<file path="src/rtl/fisu_pkg.sv">
package fisu_pkg;
  localparam int DATA_W     = 16;
  localparam int ADDR_W     = 2;
  localparam int N_EVT      = 4;
  localparam int DONE_LSB   = 4;
  localparam int ERR_LSB    = 10;
  localparam int MASTER_BIT = 15;
  localparam int POL_BIT    = 6;
  localparam int RDY_BIT    = 7;
  localparam int CFG_HIDE   = 5;

  typedef logic [DATA_W-1:0] word_t;

  localparam word_t INT_COLD = 16'h8080;
  localparam word_t INT_WARM = 16'h8010;
  localparam word_t CFG_RST  = 16'h40C0;
  localparam word_t CFG_RD_MASK = ~word_t'((1 << CFG_HIDE) - 1);
  localparam word_t ERR_MASK = word_t'(((1 << N_EVT) - 1) << ERR_LSB);

  localparam word_t OP_RST_CORE = 16'h00F0;
  localparam word_t OP_RST_ALL  = 16'h00F3;

  typedef enum logic [ADDR_W-1:0] {
    SEL_INT  = 2'd0,
    SEL_STAT = 2'd1,
    SEL_CFG  = 2'd2,
    SEL_CMD  = 2'd3
  } sel_e;

  function automatic logic op_known(word_t op);
    case (op)
      16'h0000, 16'h0013, 16'h0080, 16'h001A, 16'h001B,
      16'h0023, 16'h0027, 16'h002A, 16'h002C, 16'h0071,
      16'h0094, 16'h0095, 16'h00B0, 16'h0030, 16'h0065: return 1'b1;
      default: return 1'b0;
    endcase
  endfunction
endpackage

</file>
<file path="src/rtl/fisu_int_reg.sv">
module fisu_int_reg
  import fisu_pkg::*;
(
  input  logic             clk_i,
  input  logic             rst_ni,
  input  logic             warm_i,
  input  logic             ack_we_i,
  input  word_t            ack_data_i,
  input  logic [N_EVT-1:0] done_i,
  input  logic             unk_i,
  output word_t            q_o,
  output logic             ack_clr_o
);
  word_t q, masked, set, nxt;

  always_comb begin
    masked = ack_we_i ? (q & ack_data_i) : q;
    set = '0;
    for (int i = 0; i < N_EVT; i++) set[DONE_LSB+i] = done_i[i];
    set[MASTER_BIT] = (|done_i) | unk_i;
    // events land after the acknowledge mask
    nxt = warm_i ? INT_WARM : (masked | set);
  end

  assign ack_clr_o = ack_we_i & ~masked[MASTER_BIT];

  always_ff @(posedge clk_i or negedge rst_ni)
    if (!rst_ni) q <= INT_COLD;
    else         q <= nxt;

  assign q_o = q;


  done_sets_master_chk: assert property (@(posedge clk_i) disable iff (!rst_ni)
    ((|done_i) && !warm_i) |=> q[MASTER_BIT]);

  warm_value_chk: assert property (@(posedge clk_i) disable iff (!rst_ni)
    warm_i |=> (q == INT_WARM));

  event_wins_chk: assert property (@(posedge clk_i) disable iff (!rst_ni)
    (ack_we_i && done_i[1] && !warm_i) |=> q[DONE_LSB+1]);
endmodule

</file>
<file path="src/rtl/fisu_err_reg.sv">
module fisu_err_reg
  import fisu_pkg::*;
(
  input  logic             clk_i,
  input  logic             rst_ni,
  input  logic             warm_i,
  input  logic             clr_i,
  input  logic [N_EVT-1:0] err_i,
  input  logic             unk_i,
  output word_t            q_o
);
  word_t q, set, nxt;

  always_comb begin
    set = '0;
    for (int i = 0; i < N_EVT; i++) set[ERR_LSB+i] = err_i[i];
    set[ERR_LSB] = set[ERR_LSB] | unk_i;
    nxt = warm_i ? '0 : ((clr_i ? (q & ~ERR_MASK) : q) | set);
  end

  always_ff @(posedge clk_i or negedge rst_ni)
    if (!rst_ni) q <= '0;
    else         q <= nxt;

  assign q_o = q;


  ack_clears_chk: assert property (@(posedge clk_i) disable iff (!rst_ni)
    (clr_i && (err_i == '0) && !unk_i && !warm_i) |=> ((q & ERR_MASK) == '0));

  err_sticky_chk: assert property (@(posedge clk_i) disable iff (!rst_ni)
    (!clr_i && !warm_i) |=> ((q & $past(q)) == $past(q)));
endmodule

</file>
<file path="src/rtl/fisu_cfg_reg.sv">
module fisu_cfg_reg
  import fisu_pkg::*;
(
  input  logic  clk_i,
  input  logic  rst_ni,
  input  logic  warm_i,
  input  logic  we_i,
  input  word_t wdata_i,
  input  logic  master_i,
  output word_t q_o,
  output logic  irq_o,
  output logic  ready_o
);
  word_t q;

  always_ff @(posedge clk_i or negedge rst_ni)
    if (!rst_ni)     q <= CFG_RST;
    else if (warm_i) q <= CFG_RST;
    else if (we_i)   q <= wdata_i;

  assign q_o     = q;
  assign irq_o   = master_i ^ ~q[POL_BIT];
  assign ready_o = q[RDY_BIT];


  ready_src_chk: assert property (@(posedge clk_i) disable iff (!rst_ni)
    !$stable(ready_o) |-> $past(we_i || warm_i));
endmodule

</file>
<file path="src/rtl/fisu_cmd_gate.sv">
module fisu_cmd_gate
  import fisu_pkg::*;
(
  input  logic  clk_i,
  input  logic  rst_ni,
  input  logic  warm_i,
  input  logic  we_i,
  input  word_t op_i,
  input  logic  busy_i,
  output logic  accept_o,
  output word_t code_o,
  output logic  unk_o,
  output logic  rst_cmd_o
);
  logic  take, known, is_rst, accept_q;
  word_t code_q;

  assign take      = we_i & ~busy_i;
  assign is_rst    = (op_i == OP_RST_CORE) | (op_i == OP_RST_ALL);
  assign known     = op_known(op_i);
  assign rst_cmd_o = take & is_rst;
  assign unk_o     = take & ~is_rst & ~known;

  always_ff @(posedge clk_i or negedge rst_ni)
    if (!rst_ni) begin
      code_q   <= '0;
      accept_q <= 1'b0;
    end else begin
      accept_q <= take & known & ~warm_i;
      if (warm_i || rst_cmd_o) code_q <= '0;
      else if (take)           code_q <= op_i;
    end

  assign accept_o = accept_q;
  assign code_o   = code_q;


  accept_src_chk: assert property (@(posedge clk_i) disable iff (!rst_ni)
    accept_o |-> $past(we_i && !busy_i));

  busy_block_chk: assert property (@(posedge clk_i) disable iff (!rst_ni)
    (we_i && busy_i && !warm_i) |=> (!accept_o && $stable(code_o)));
endmodule

</file>
<file path="src/rtl/flash_irq_status_unit.sv">
module flash_irq_status_unit
  import fisu_pkg::*;
(
  input  logic              clk_i,
  input  logic              rst_ni,
  input  logic              warm_rst_i,
  input  logic              reg_we_i,
  input  logic              reg_rd_i,
  input  logic [ADDR_W-1:0] reg_addr_i,
  input  logic [DATA_W-1:0] reg_wdata_i,
  input  logic [N_EVT-1:0]  done_i,
  input  logic [N_EVT-1:0]  err_i,
  output logic [DATA_W-1:0] rdata_o,
  output logic              irq_o,
  output logic              ready_o,
  output logic              cmd_accept_o,
  output logic [DATA_W-1:0] cmd_code_o
);
  sel_e  sel;
  logic  we_int, we_cfg, we_cmd;
  logic  unk, rst_cmd, warm, ack_clr;
  word_t int_q, stat_q, cfg_q, code_q, rdata_q;

  assign sel    = sel_e'(reg_addr_i);
  assign we_int = reg_we_i & (sel == SEL_INT);
  assign we_cfg = reg_we_i & (sel == SEL_CFG);
  assign we_cmd = reg_we_i & (sel == SEL_CMD);
  assign warm   = warm_rst_i | rst_cmd;

  fisu_cmd_gate u_gate (
    .clk_i, .rst_ni, .warm_i(warm_rst_i), .we_i(we_cmd), .op_i(reg_wdata_i),
    .busy_i(int_q[MASTER_BIT]), .accept_o(cmd_accept_o), .code_o(code_q),
    .unk_o(unk), .rst_cmd_o(rst_cmd)
  );

  fisu_int_reg u_int (
    .clk_i, .rst_ni, .warm_i(warm), .ack_we_i(we_int), .ack_data_i(reg_wdata_i),
    .done_i, .unk_i(unk), .q_o(int_q), .ack_clr_o(ack_clr)
  );

  fisu_err_reg u_err (
    .clk_i, .rst_ni, .warm_i(warm), .clr_i(ack_clr), .err_i, .unk_i(unk),
    .q_o(stat_q)
  );

  fisu_cfg_reg u_cfg (
    .clk_i, .rst_ni, .warm_i(warm), .we_i(we_cfg), .wdata_i(reg_wdata_i),
    .master_i(int_q[MASTER_BIT]), .q_o(cfg_q), .irq_o, .ready_o
  );

  always_ff @(posedge clk_i or negedge rst_ni)
    if (!rst_ni) rdata_q <= '0;
    else if (reg_rd_i)
      case (sel)
        SEL_INT:  rdata_q <= int_q;
        SEL_STAT: rdata_q <= stat_q;
        SEL_CFG:  rdata_q <= cfg_q & CFG_RD_MASK;
        default:  rdata_q <= code_q;
      endcase

  assign rdata_o    = rdata_q;
  assign cmd_code_o = code_q;


  unknown_flag_chk: assert property (@(posedge clk_i) disable iff (!rst_ni)
    (unk && !warm_rst_i) |=> (stat_q[ERR_LSB] && int_q[MASTER_BIT] && !cmd_accept_o));

  rdata_hold_chk: assert property (@(posedge clk_i) disable iff (!rst_ni)
    !reg_rd_i |=> $stable(rdata_o));
endmodule

</file>
<file path="config.mk">
export PLATFORM = sky130hd
export DESIGN_NAME = flash_irq_status_unit
export DESIGN_NICKNAME = d
export VERILOG_FILES = /design/src/rtl/fisu_pkg.sv /design/src/rtl/fisu_int_reg.sv /design/src/rtl/fisu_err_reg.sv /design/src/rtl/fisu_cfg_reg.sv /design/src/rtl/fisu_cmd_gate.sv /design/src/rtl/flash_irq_status_unit.sv
export SDC_FILE = /design/constraint.sdc
export NUM_CORES = 1
export LEC_CHECK = 0
export BUFFER_PORTS_ARGS = -buffer_cell sky130_fd_sc_hd__buf_4
export CAP_MARGIN = 20
export CORE_AREA = 8 8 79 98
export CTS_CLUSTER_DIAMETER = 30
export DETAILED_ROUTE_END_ITERATION = 6
export DIE_AREA = 0 0 87 106
export PLACE_DENSITY = 0.74
export SETUP_SLACK_MARGIN = 0.5
export SYNTH_ARGS = -nofsm -noshare
export SYNTH_HDL_FRONTEND = slang
export SYNTH_SLANG_ARGS = --single-unit
export TNS_END_PERCENT = 50
</file>
<file path="constraint.sdc">
create_clock -name clk_i -period 1.5 [get_ports clk_i]
set_input_delay 0.375 -clock clk_i [delete_from_list [all_inputs] [get_ports clk_i]]
set_output_delay 0.375 -clock clk_i [all_outputs]
set_load 0.1 [all_outputs]
</file>
After elaboration in Yosys (flattened, before gate mapping)
Cells that the tools add are included.
- register bits: 81
- input port bits: 31
- eq/ne operators: 19
- muxes and demuxes: 10
- bitwise operators: 24
- reduce and logical (&&, ||, !) cells: 7
- operators by type and width (cell ; count):
    $mux W16 ; 7
    $eq A16 B8 Y1 const B ; 6
    $eq A16 B6 Y1 const B ; 5
    $eq A16 B5 Y1 const B ; 3
    $pmux W16 S3 ; 1
    $eq A16 B7 Y1 const B ; 2
    $and A16 B16 Y16 ; 1
    $logic_not A16 Y1 ; 1
    $or A16 B14 Y16 ; 1
    $or A16 B16 Y16 ; 1
    $reduce_or A15 Y1 ; 1
    $mux W14 ; 1
    $and A1 B1 Y1 ; 10
    $not A1 Y1 ; 6
    $eq A2 B2 Y1 const B ; 2
    $or A1 B1 Y1 ; 4
    $reduce_bool A2 Y1 ; 2
    $reduce_or A4 Y1 ; 1
    $eq A2 B1 Y1 const B ; 1
    $logic_not A2 Y1 ; 1
    $logic_or A1 B1 Y1 ; 1
    $mux W1 ; 1
    $xor A1 B1 Y1 ; 1

Depth between registers and ports, before layout
Gate-level depths: netlist of run 1.
- word-level depth: 8
- mapped depth: 7
- depth with buffers taken out: 5

Modules after synthesis
From an unflattened synthesis of run 1, not the netlist that was laid out.
- cell total of the unflattened synthesis: 313
- area, all modules: 3585.9 µm²
- by module, submodules not included (module ; instances ; cells an instance ; area an instance (µm²) ; sequential area each (µm²)):
    flash_irq_status_unit ; 1 ; 106 ; 1157.4 ; 400.4
    fisu_cmd_gate ; 1 ; 77 ; 875.8 ; 425.4
    fisu_cfg_reg ; 1 ; 54 ; 684.4 ; 404.1
    fisu_int_reg ; 1 ; 47 ; 614.3 ; 402.9
    fisu_err_reg ; 1 ; 29 ; 254.0 ; 100.1

Least setup slack after synthesis of run 1
OpenSTA, ideal clock, no wires.
- path type: flip-flop to output port
- start point: register u_int.q[15] (netlist: u_int.q_o[15])
- end point: output port irq_o
- data arrival time: 1.949 ns
- data required time: 1.125 ns
- slack: -0.824 ns
- stages on the path, launching flop included: 2
- path buffers: 0
- path through: dfstp_2 xnor2_1
- longest elaborated chain between the ends: 1
- ends and longest elaborated chain (item ; RTL line ; source):
    start, declared ; fisu_int_reg.sv:14 ; word_t q, masked, set, nxt;
    start signal, assigned ; fisu_int_reg.sv:29 ; else q <= nxt;
    $xor A1 B1 Y1 ; fisu_cfg_reg.sv:22 ; assign irq_o = master_i ^ ~q[POL_BIT];
    end, declared ; flash_irq_status_unit.sv:14 ; output logic irq_o,
Every way passes these cells.

Final worst setup path of run 1
Same ends and word-level chain as after synthesis.

==> impl_results.md, run 1 <==
* Outcome: complete, but fails checks
* Failing checks: setup timing
* Final min period at 1.75 ns
* Tcrit/Tclk final at 117%
* Netlist cell types at 40
* RD Place Congestion at 0.819
* Dominant synthesized flop cell: dfrtp_1
* Commonest cells in the netlist: 59 x dfrtp_1, 42 x nor2_1, 38 x a21oi_1
* Post-synthesis mux area share at 7.80%
* CP startpoint kind: register
* XOR/XNOR share of the synthesized area at 0.904%
* Crit end category: primary output
* Setup TNS at -3.73 ns
* Fillers at 350
* HP Class: in -> async
* FFs w/ async S/R, synth at 100%
* Area fraction in and, or, nand and nor cells after synthesis at 15.0%
* Synth Instances at 284
* Global-route wire length before repair at 15500 um
* Synth Warn # at 0
* Routed Wire Length at 10200 um
* Layout cell share with drive strength beyond 1 at 51.7%
* Detail Route Antenna Nets at 0
* Number of synthesized flops with an enable pin at 0
* Synth Register Bits at 64
* Synth-to-layout area growth at 72.7%
* Mapped Area at 0.00291 mm2
* Fmax at 571 MHz
* Ant diodes at 0
* Relative slew slack at 58.5%
* CP max FO at 2
* Vias in the first global route at 3000
* Area contributors post-synth: dfrtp_1 51%, a21oi_1 6.5%, nor2_1 5.4%
* Post-synthesis adder-cell area fraction at 0%
* Largest net degree at the start of global routing at 35
* Count leader, synth: dfrtp_1
* Synth top area share at 50.8%
* I/O Pins at 66
* Post-DR vias/cell at 5.66
* Gr usage total at 21.8%
* CTS tree: done
* Sequential share of the synthesized area at 55.3%
* Clk_skew at 0.0107 ns
* Mapped Nets at 315
* Worst Path Arrival at 1.38 ns
* Finish-stage setup viols at 44
* Post-Layout Cell Count at 503
* Die ar. at 0.00922 mm2
* Pre-CTS setup slack at -0.448 ns
* Pwr per Cell Area at 943 mW/mm2
* Max Cap Viol at 0
* Starting Density at 46.0%
* Hpwl dp at 6120 um
* CORE AREA at 0.00632 mm2
* Clock tree buffer depth at 2
* Pre-antenna DRT Iters at 5
* # rows at 33
* Synthesized area per cell at 10.2 um2
* Worst-path clk slew at 0.08 ns
* CTS root buffer: clkbuf_8
* Peak supply drop at 0.649 mV
* Die W at 87 um
* Main combinational cell family by area after synthesis: compound AO/OA/AOI/OAI gates
* Gr ovfl total at 0
* Kind of critical path: reg -> out
* RSZ-0062 raised after global routing: true
* Wirelength per Cell at 20.3 um
* Final WS setup at -0.251 ns
* Leak at 0.00221 uW
* Final core utilization at 79.4%
* Worst-Skew Late Latency at 0.35 ns
* Worst slew pin tran at 0.622 ns
* Total clock buffers created by CTS at 9
* Endpoints failing hold at 0
* Largest area contributor in the netlist: dfrtp_1
* CP Data Required Time at 1.12 ns
* Via count at 2845
* I/O Buffers at 65
* CTS sink count at 64
* Drt initial violations at 204
* Initial antenna violation count at 0
* Power after layout at 4730 uW
* Synth Area in Compound Gates at 17.2%
* Inst Count DP at 470
* Final #Nets at 442
* Htree depth at 3
* DRC at 0
* Max-slew violations at 0
* DIE HEIGHT at 106 um
## per-stage QoR
stage	hold slack [ns]	area (um2)
2_1_floorplan	0.0794	3020
3_3_place_gp	0.245	3910
3_5_place_dp	0.251	3910
4_1_cts	0.225	4890
5_1_grt	0.238	5020
6_report	0.201	5020
## sequential cells by signal (all words and copies together), names as in the netlist
| register | flops |
|---|---|
| rdata_o | 16 |
| u_gate.code_o | 16 |
| u_err.q_o | 4 |
| u_cfg.q_o | 11 |
| u_int.q_o | 16 |
| u_gate.accept_o | 1 |
## placed cells by master, fill, tap and decap left out, types with 2 or more instances in the layout
cell,Yosys,routed
buf_12,0,40
nor4_1,4,2
buf_8,0,2
clkbuf_8,0,10
dfstp_2,5,5
a22oi_2,0,5
dlygate4sd3_1,0,2
dfrtp_4,0,4
mux4_2,4,4
nor2_1,42,33
mux2_4,0,4
nor4_2,0,2
o22a_1,2,2
a21oi_2,0,18
buf_4,2,78
a21oi_1,38,20
inv_1,5,5
nand3b_1,3,3
mux2i_1,8,7
dfrtp_1,59,54
buf_6,1,12
o21ai_0,16,16
nand2b_4,0,2
nor2_2,0,6
bufinv_16,0,3
a22o_1,12,12
nor2_4,0,3
nand2_1,33,32
## layout make-up
class	instances	area (um2)	share of cell area [%]
sequential	64	1620	32.4
inverter	5	18.8	0.374
clock buffer	11	141	2.82
timing repair buffer	135	1580	31.6
clock inverter	5	104	2.07
multi-input combinational	196	1440	28.6
tap	87	109	2.17
## critical path, stage by stage (launching register included)
cell and delay [ns]:
dfstp_2 0.58, buf_6 0.12, xnor2_4 0.12, buf_12 0.20
## worst paths after layout
kind | from | to | slack [ns] | depth (start not counted)
min | rst_ni | u_cfg.q_o[12]$_DFFE_PN0P_ | 0.20 | 2
min reg2reg | u_cfg.q_o[14]$_DFFE_PN1P_ | u_cfg.q_o[14]$_DFFE_PN1P_ | 0.53 | 2
max in group asynchronous | rst_ni | u_cfg.q_o[14]$_DFFE_PN1P_ | 0.64 | 3
max | u_int.q_o[15]$_DFF_PN1_ | irq_o | -0.25 | 3
max reg2reg | u_int.q_o[15]$_DFF_PN1_ | u_cfg.q_o[7]$_DFFE_PN1P_ | -0.15 | 7
min in group clk_i | done_i[0] | u_int.q_o[4]$_DFF_PN0_ | 0.23 | 3
## routing by layer
metal / up-vias / global-route usage, % / routed length, um
li1: 1252 / - / -
met1: 1456 / 25.8 / 3990
met2: 112 / 36.2 / 5300
met3: 25 / 3.55 / 570
met4: 0 / 13.0 / 339
met5: - / 0 / 0
## report_power, final
group          internal [uW]  switching [uW]
sequential              1790            60.7
combinational            422             591
clock                   1150             716
total                   3360            1370
## kinds of logic (layout without fill, tap and decap cells)
logic type             count (synthesis)  after routing
flip-flops                            64             64
buffers and inverters                 24            156
AO/OA/AOI/OAI                         80             80
XOR/XNOR                               3              3
multiplexers                          17             17
AND/OR/NAND/NOR                       96             96
## repair_timing
item                       in CTS  in global routing
hold endpoints to repair       13                  0
setup buffers                   8                  4
gates cloned                    2                  0
pin swaps                      16                 11
setup endpoints to repair      99                111
hold buffers                    3                  0
gates resized for setup       150                 24
(Power assumes the default switching activity.)
==> inputs of run 2 (changes only) <==
--- a/config.mk
+++ b/config.mk
@@ -12,6 +12,7 @@
 export DETAILED_ROUTE_END_ITERATION = 6
 export DIE_AREA = 0 0 87 106
 export PLACE_DENSITY = 0.74
+export REMOVE_ABC_BUFFERS = 1
 export SETUP_SLACK_MARGIN = 0.5
 export SYNTH_ARGS = -nofsm -noshare
 export SYNTH_HDL_FRONTEND = slang
==> run 2 against run 1 <==
  * The run ends with hold timing, setup timing left
  * Worst setup slack worse by 0.042 ns
  * First-iteration DRC count grew 35%
  * Sequential power barely moved
  * Clock-buffer cell count fell by 1
  * Sequential cell count stayed put
  * Clock skew increased by 0.00065 ns
  * Via count increased by 2.6%
  * Largest cell class unchanged
==> impl_results.md, run 2 (synthesis results as in run 1) <==
* Outcome: complete, but fails checks
* Failing checks: hold timing, setup timing
* Post-DR vias/cell at 5.93
* Clock power frac at 37.2%
* Design area at 0.00484 mm2
* Largest net degree at the start of global routing at 29
* DIE HEIGHT at 106 um
* RSZ-0062 raised after global routing: true
* Worst slew pin tran at 0.394 ns
* Detail Route Antenna Nets at 0
* Layout cell share with drive strength beyond 1 at 47.7%
* Total clock buffers created by CTS at 9
* Global-route wire length before repair at 16100 um
* # rows at 33
* Vias in the first global route at 3050
* Pre-antenna DRT Iters at 5
* Drt initial violations at 275
* Die W at 87 um
* Placed standard-cell area at 0.00374 mm2
* P_int at 3150 uW
* Max Cap Viol at 0
* Clk_skew at 0.0114 ns
* Final min period at 1.79 ns
* Wirelength per Cell at 22.1 um
* Worst-path clk slew at 0.08 ns
* CTS sink count at 64
* Peak supply drop at 0.731 mV
* Reg power frac at 41.0%
* CP max FO at 4
* I/O Pins at 66
* Synth-to-layout area growth at 66.6%
* CP Data Required Time at 1.77 ns
* Max-slew violations at 0
* Die ar. at 0.00922 mm2
* Final WS setup at -0.293 ns
* Combinational share of power at 21.8%
* CTS root buffer: clkbuf_8
* Initial antenna violation count at 0
* Worst Path Arrival at 2.06 ns
* WHS at -0.0569 ns
* CORE AREA at 0.00632 mm2
* Routed Wire Length at 10900 um
* Crit path cell chain: buf_4 > buf_6 > nand4b_1 > buf_6 > or4b_4 > a31oi_1
* I/O Buffers at 65
* HP Class: in -> async
* Pwr per Cell Area at 934 mW/mm2
* Most frequent CP cell: buf_6
* Endpoints failing hold at 20
* Commonest non-fill, non-tap cells in the layout: 68 x buf_4, 56 x dfrtp_1, 37 x buf_12
* RD Place Congestion at 0.825
* Slowest-stage cell, CP: or4b_4
* Via count at 2918
* Leak at 0.00215 uW
* Relative slew slack at 73.7%
* Fmax at 558 MHz
* Starting Density at 46.0%
* Hpwl dp at 6200 um
* Kind of critical path: reg -> reg
* Gr ovfl total at 0
* Gr usage total at 22.8%
* CP max stage delay at 0.53 ns
* Tcrit/Tclk final at 120%
* DRC at 0
* Crit end category: register
* Clock tree buffer depth at 2
* Htree depth at 3
* Finish-stage setup viols at 49
* Sw Ratio at 30.3%
* Worst-Skew Late Latency at 0.35 ns
* Fillers at 362
* Psw at 1370 uW
* Ant diodes at 0
* Final core utilization at 76.6%
* CP startpoint kind: register
* CTS tree: done
* Most common cell after layout, fill and taps aside: buf_4
* Final #Nets at 431
## run 2: cell count changes in the layout (fill, tap and decap cells not counted), moves of 3 or more
cell / previous run / this run
buf_4: 78 / 68
a22oi_2: 5 / 1
a22oi_1: 0 / 4
buf_6: 12 / 15
buf_12: 40 / 37
dfrtp_4: 4 / 0
## run 2: critical path: cells and delay by family, from the launching register on
kind / cells / cell delay [ns]
compound gates: 1 / 0.18
flops: 1 / 0.40
simple gates: 2 / 0.72
buf+inv: 3 / 0.41
## run 2: through the flow
stage | setup WS (ns) | setup TNS (ns) | hold slack, ns | total power [uW] | instances
2_1_floorplan | -0.824 | -20.47 | 0.0794 | 2280 | 265
6_report | -0.293 | -8.56 | -0.0569 | 4520 | 492
4_1_cts | -0.241 | -1.16 | -0.0482 | 4430 | 484
3_5_place_dp | -0.373 | -16.37 | 0.318 | 2640 | 457
5_1_grt | -0.271 | -9.00 | -0.0387 | 4640 | 492
3_3_place_gp | -0.336 | -15.16 | 0.315 | 2630 | 457
## run 2: worst paths after layout
kind	startpoint	to	slack, ns	cells past startpoint
setup reg to reg	u_int.q_o[15]$_DFF_PN1_	u_err.q_o[10]$_DFF_PN0_	-0.29	6
setup / recovery	u_int.q_o[15]$_DFF_PN1_	u_err.q_o[10]$_DFF_PN0_	-0.29	6
max in group asynchronous	rst_ni	u_cfg.q_o[13]$_DFFE_PN0P_	1.02	2
hold reg to reg	u_cfg.q_o[14]$_DFFE_PN1P_	u_cfg.q_o[14]$_DFFE_PN1P_	0.52	2
hold / removal	rst_ni	u_cfg.q_o[5]$_DFFE_PN0P_	-0.06	1
min in group clk_i	done_i[0]	u_int.q_o[4]$_DFF_PN0_	0.26	3
## run 2: layout make-up
cell class / instances / area (um2) / share of cell area, %
repair buffers: 124 / 1490 / 30.8
well taps: 87 / 109 / 2.25
multi-input cells: 196 / 1390 / 28.7
clock inverters: 6 / 82.6 / 1.71
inverters: 5 / 18.8 / 0.388
clock buffers: 10 / 138 / 2.84
flip-flops and latches: 64 / 1610 / 33.3
## run 2: repair_timing
item | 4_1_cts | 5_1_grt
pin swaps | 27 | 19
hold endpoints to repair | 20 | 20
setup buffers | 8 | 8
setup endpoints to repair | 99 | 95
gates cloned | 3 | 0
resized for setup | 153 | 24
## run 2: per-layer routing
metal | vias to the layer above | part of all wire (%) | global-route usage, %
li1 | 1236 | - | -
met1 | 1452 | 36 | 26.5
met3 | 39 | 7.6 | 5.56
met5 | - | 0 | 0
met4 | 0 | 3.7 | 12.1
met2 | 191 | 52 | 37.8
## run 2: power by group through the flow
stage	registers (uW)	logic (uW)	clock network [uW]
2_1_floorplan	2120	161	0
3_3_place_gp	1850	771	0
3_5_place_dp	1860	779	0
4_1_cts	1850	935	1650
5_1_grt	1860	1020	1760
6_report	1860	985	1680
